### src/rtl/regfile_alu_dp.sv
module regfile_alu_dp #(
  parameter int DATA_W = 8,
  parameter int SEL_W  = 3,
  parameter int OPR_W  = 5,
  localparam int NREGS = (1 << SEL_W) - 1,
  localparam int CW_W  = 3 * SEL_W + OPR_W
) (
  input  logic              clk,
  input  logic              rst,
  input  logic [CW_W-1:0]   ctrl_word,
  input  logic [DATA_W-1:0] ext_in,
  output logic [DATA_W-1:0] ext_out,
  output logic [3:0]        flags
);
  localparam int MSB = DATA_W - 1;
  localparam logic [OPR_W-1:0] OP_TSFA = OPR_W'(0);
  localparam logic [OPR_W-1:0] OP_INCA = OPR_W'(1);
  localparam logic [OPR_W-1:0] OP_ADD  = OPR_W'(2);
  localparam logic [OPR_W-1:0] OP_SUB  = OPR_W'(5);
  localparam logic [OPR_W-1:0] OP_DECA = OPR_W'(6);
  localparam logic [OPR_W-1:0] OP_AND  = OPR_W'(8);
  localparam logic [OPR_W-1:0] OP_OR   = OPR_W'(10);
  localparam logic [OPR_W-1:0] OP_XOR  = OPR_W'(12);
  localparam logic [OPR_W-1:0] OP_COMA = OPR_W'(14);
  localparam logic [OPR_W-1:0] OP_SHRA = OPR_W'(16);
  localparam logic [OPR_W-1:0] OP_SHLA = OPR_W'(24);

  logic [SEL_W-1:0] sel_a, sel_b, sel_d;
  logic [OPR_W-1:0] opr;
  assign {sel_a, sel_b, sel_d, opr} = ctrl_word;

  logic [NREGS:1][DATA_W-1:0] rf;
  logic [DATA_W-1:0] opa, opb, addend, res;
  logic [DATA_W:0]   sum;
  logic              cin, c_in_msb, c_f, v_f, res_ok;

  assign opa = (sel_a == '0) ? ext_in : rf[sel_a];
  assign opb = (sel_b == '0) ? ext_in : rf[sel_b];

  always_comb begin
    addend = '0;
    cin    = 1'b0;
    case (opr)
      OP_INCA: cin = 1'b1;
      OP_ADD:  addend = opb;
      OP_SUB:  begin addend = ~opb; cin = 1'b1; end
      OP_DECA: addend = '1;
      default: ;
    endcase
  end

  assign sum      = {1'b0, opa} + {1'b0, addend} + {{DATA_W{1'b0}}, cin};
  assign c_in_msb = opa[MSB] ^ addend[MSB] ^ sum[MSB];

  always_comb begin
    res    = '0;
    c_f    = 1'b0;
    v_f    = 1'b0;
    res_ok = 1'b1;
    case (opr)
      OP_TSFA, OP_INCA, OP_ADD, OP_SUB, OP_DECA: begin
        res = sum[MSB:0];
        c_f = sum[DATA_W];
        v_f = sum[DATA_W] ^ c_in_msb;
      end
      OP_AND:  res = opa & opb;
      OP_OR:   res = opa | opb;
      OP_XOR:  res = opa ^ opb;
      OP_COMA: res = ~opa;
      OP_SHRA: begin res = opa >> 1; c_f = opa[0]; end
      OP_SHLA: begin res = opa << 1; c_f = opa[MSB]; end
      default: res_ok = 1'b0;
    endcase
  end

  assign ext_out = res;

  for (genvar g = 1; g <= NREGS; g++) begin : g_reg
    always_ff @(posedge clk) begin
      if (rst)                         rf[g] <= '0;
      else if (sel_d == SEL_W'(g))     rf[g] <= res;
    end
  end

  always_ff @(posedge clk) begin
    if (rst)         flags <= '0;
    else if (res_ok) flags <= {c_f, res[MSB], ~|res, v_f};
  end
endmodule

### config.mk
export PLATFORM = sky130hd
export DESIGN_NAME = regfile_alu_dp
export DESIGN_NICKNAME = d
export VERILOG_FILES = /design/src/rtl/regfile_alu_dp.sv
export SDC_FILE = /design/constraint.sdc
export NUM_CORES = 1
export LEC_CHECK = 0
export ABC_AREA = 1
export ABC_CLOCK_PERIOD_IN_PS = 3200
export CORE_ASPECT_RATIO = 1.2
export CORE_MARGIN = 2
export CORE_UTILIZATION = 50
export CTS_CLUSTER_DIAMETER = 40
export DETAILED_ROUTE_END_ITERATION = 7
export DONT_BUFFER_PORTS = 1
export PLACE_DENSITY = 0.68
export SLEW_MARGIN = 20
export SYNTH_ARGS = -nofsm -noshare
export SYNTH_HDL_FRONTEND = slang
export SYNTH_SLANG_ARGS = --single-unit
### constraint.sdc
create_clock -name clk -period 3.2 [get_ports clk]
set_clock_uncertainty 0.2 [all_clocks]
set_input_delay 0 -clock clk [delete_from_list [all_inputs] [get_ports clk]]
set_output_delay 0 -clock clk [all_outputs]
set_load 0.1 [all_outputs]
==> flow_metrics.tcl <==
set metrics [dict create \
    antenna_left 0 \
    violations "setup timing" \
    cp.arrival_ps 3120 \
    setup_viol 12 \
    required_ps 3000 \
    wl_per_cell_um 16.1 \
    swShare 0.337 \
    hp-class "primary input to register" \
    slowest_delay_ps 340 \
    grt_usage 0.298 \
    status "complete, but fails checks" \
    worst_pin_slew_ps 661 \
    crit_path_frequent_cell "o21ai_2" \
    p_leak_uw 0.00275 \
    setup_ws_ps -119 \
    fillers 882 \
    dp_cells 876 \
    io_pins 36 \
    first_pass_iters 6 \
    worst-path-max-fanout 3 \
    root_buffer "clkbuf_8" \
    diodes 0 \
    grt_overflow 0 \
    seqPwrFrac 0.360 \
    avgSynthCellArea_sq_um 6.21 \
    detail_route.iter0.violations 477 \
    ys_ff_latch 60 \
    instances_no_fill 931 \
    antenna_found_initial 0 \
    dieArea_sq_um 10100 \
    path_cells "o21ai_2 > o22ai_2 > o21ai_2 > o21ai_2 > o21ai_1 > a21oi_2 > fa_2 > inv_2 > fa_2 > nand3_2 > nand2_2 > nand2_2 > a21oi_2 > nand2_1 > nand2_1 > nor2_2 > nor2_4 > clkinvlp_4 > buf_12" \
    synthesis.area_sq_um 4660 \
    ir_drop_v 0.000377 \
    period_share 1.04 \
    crit_buf_inv 3 \
    fmax_mhz 301 \
    cts_buffers 9 \
    clock_path_buffers 2 \
    intPower_uw 1490 \
    fp.dieH_um 110 \
    grt_max_degree 45 \
    grt_setup_unrepaired "true" \
    place_hpwl_um 10200 \
    cap_viol_max_count 0 \
    gp_congestion 0.930 \
    synthTopCellsByArea "dfxtp_1 (26%), nand2_1 (14%), o21ai_0 (9.1%), inv_1 (8.7%), a21oi_1 (7.2%)" \
    ys_warn_count 0 \
    post_dp_cell_area_sq_um 4960 \
    via_count 5259 \
    viasPerCell 5.65 \
    synth_top_cell_by_area "dfxtp_1" \
    grt_pass1_vias 4769 \
    relSlewSlack 0.558 \
    synth-edff-count 0 \
    fin_area_sq_um 5710 \
    cpLargestDelayFamily "compound AO/OA/AOI/OAI gates" \
    syn_nets 800 \
    htree_num_levels 3 \
    drc_errors 0 \
    die_width_um 92.1 \
    hold_viol 0 \
    io_buffers 0 \
    area_growth_pct 22.5 \
    end_kind "output port" \
    grt_pass1_wl_um 23600 \
    crit_slowest_cell "fa_2" \
    cts.sink_count 60 \
    p_sw_uw 760 \
    core_area_sq_um 9030 \
    drive_gt1_frac 0.195 \
    start_kind "register" \
    yosysSeqAreaShare 0.258 \
    nets 855 \
    initial_utilization 0.516 \
    min_period_ps 3320 \
    ys_types 39 \
    p_per_area_nw_per_um2 395 \
    critical_path_class "register to output port" \
    combPwrFrac 0.302 \
    clk_latency_ps 350 \
    clkTransAtPathRegs_ps 70 \
    synth-async-reset-ratio 0 \
    power_frac_clock 0.338 \
    slew_viol_final 0 \
    yosys_most_used_dff "dfxtp_1" \
    cts_tree "done" \
    synth_cells 751 \
    rows 38 \
    synth.top_cell.area_share 0.258 \
    wirelength_um 15000 \
]
synthesized netlist by cell type, types with 2 or more instances:
cell	count
buf_6	8
nand3_1	64
o221ai_1	5
nand4_1	6
nor2_1	57
clkbuf_1	18
fa_1	2
buf_2	3
a31oi_1	4
o21ai_0	85
a21oi_1	67
ha_1	23
o22ai_1	4
o211ai_1	12
clkinv_1	2
nor2_4	6
o21ai_1	4
nand3_2	6
nor3_1	8
inv_1	108
nand2_1	172
dfxtp_1	60
nand2_2	9
a22o_1	2
a22oi_1	2
cells in the final DEF, fill, tap and decap left out, drive strengths merged:
cell,n
o221ai,5
clkbuf,11
clkinvlp,2
nand2,182
o22ai,4
a21oi,68
nand4,6
a31oi,4
nand3,70
buf,63
o211ai,12
dfxtp,60
or2,2
nor3,9
and2,1
inv,108
o21ai,89
bufinv,2
nand3b,1
clkinv,5
fa,2
dlygate4sd3,12
ha,23
xnor2,1
o21bai,1
a22oi,2
nor2,64
a22o,2
final timing paths:
kind	from	slack, ps	to	cells past startpoint
setup / recovery	rf[32]$_SDFFE_PP0N_	-120	ext_out[6]	19
hold / removal	ctrl_word[3]	20	flags[3]$_SDFFE_PP0P_	4
setup reg to reg	rf[32]$_SDFFE_PP0N_	-100	rf[14]$_SDFFE_PP0N_	22
hold reg to reg	flags[3]$_SDFFE_PP0P_	270	flags[3]$_SDFFE_PP0P_	2
metrics by stage:
step	TNS (ps)	hold WS [ps]	util	worst slack [ps]	power [uW]
2_1_floorplan	-4270	-39.1	-	-474	1260
3_3_place_gp	0	-134	0.549	32.5	1370
3_5_place_dp	-82.7	-133	0.549	-25.9	1380
4_1_cts	-509	2.85	0.606	-145	2200
5_1_grt	-5680	58.2	0.632	-299	2370
6_report	-862	20.0	0.632	-119	2250
area by class of cell:
| type | count | area, sq um | area share |
|---|---|---|---|
| Multi-Input combinational cell | 548 | 3000 | 0.526 |
| Sequential cell | 60 | 1200 | 0.211 |
| Timing Repair Buffer | 75 | 698 | 0.122 |
| Inverter | 112 | 438 | 0.0767 |
| Tap cell | 120 | 150 | 0.0263 |
| Clock buffer | 11 | 141 | 0.0248 |
| Clock inverter | 5 | 75.1 | 0.0131 |
power groups by stage:
stage	sequential (uW)	clock (uW)	combinational [uW]
6_report	812	761	681
5_1_grt	816	812	739
4_1_cts	810	767	620
3_5_place_dp	826	0	557
3_3_place_gp	826	0	543
2_1_floorplan	841	0	424
state kept, by name, summed over array words and instances, names as in the netlist:
register and count:
rf 56, flags 4
worst register-to-register path: cells and delay by family, from the launching register on:
family	cells	cell delay, ps
AO/OA/AOI/OAI	8	1030
adder cells (fa/ha/maj)	2	560
AND/OR/NAND/NOR	7	550
buffers and inverters	5	530
flip-flops	1	330
logic make-up (layout without fill, tap and decap cells):
logic type,count (synthesis),after routing,synth area share
compound gates,187,187,0.217
xor+xnor,1,1,0.00188
fa+ha+maj,25,25,0.0703
buf+inv,143,203,0.131
flops,60,60,0.258
simple gates,335,335,0.322
what timing repair did:
item,4_1_cts,5_1_grt
hold buffers,11,1
pin swaps,16,32
resized for setup,26,46
hold endpoints to repair,56,19
endpoints found under the setup margin,12,40
setup buffers,13,15
layer usage:
metal  track usage  wire (um)
met1         0.357       6200
met2         0.517       7250
met3        0.0665       1190
met4         0.129        385
met5             0          0
Power figures use the tool's default switching activity.
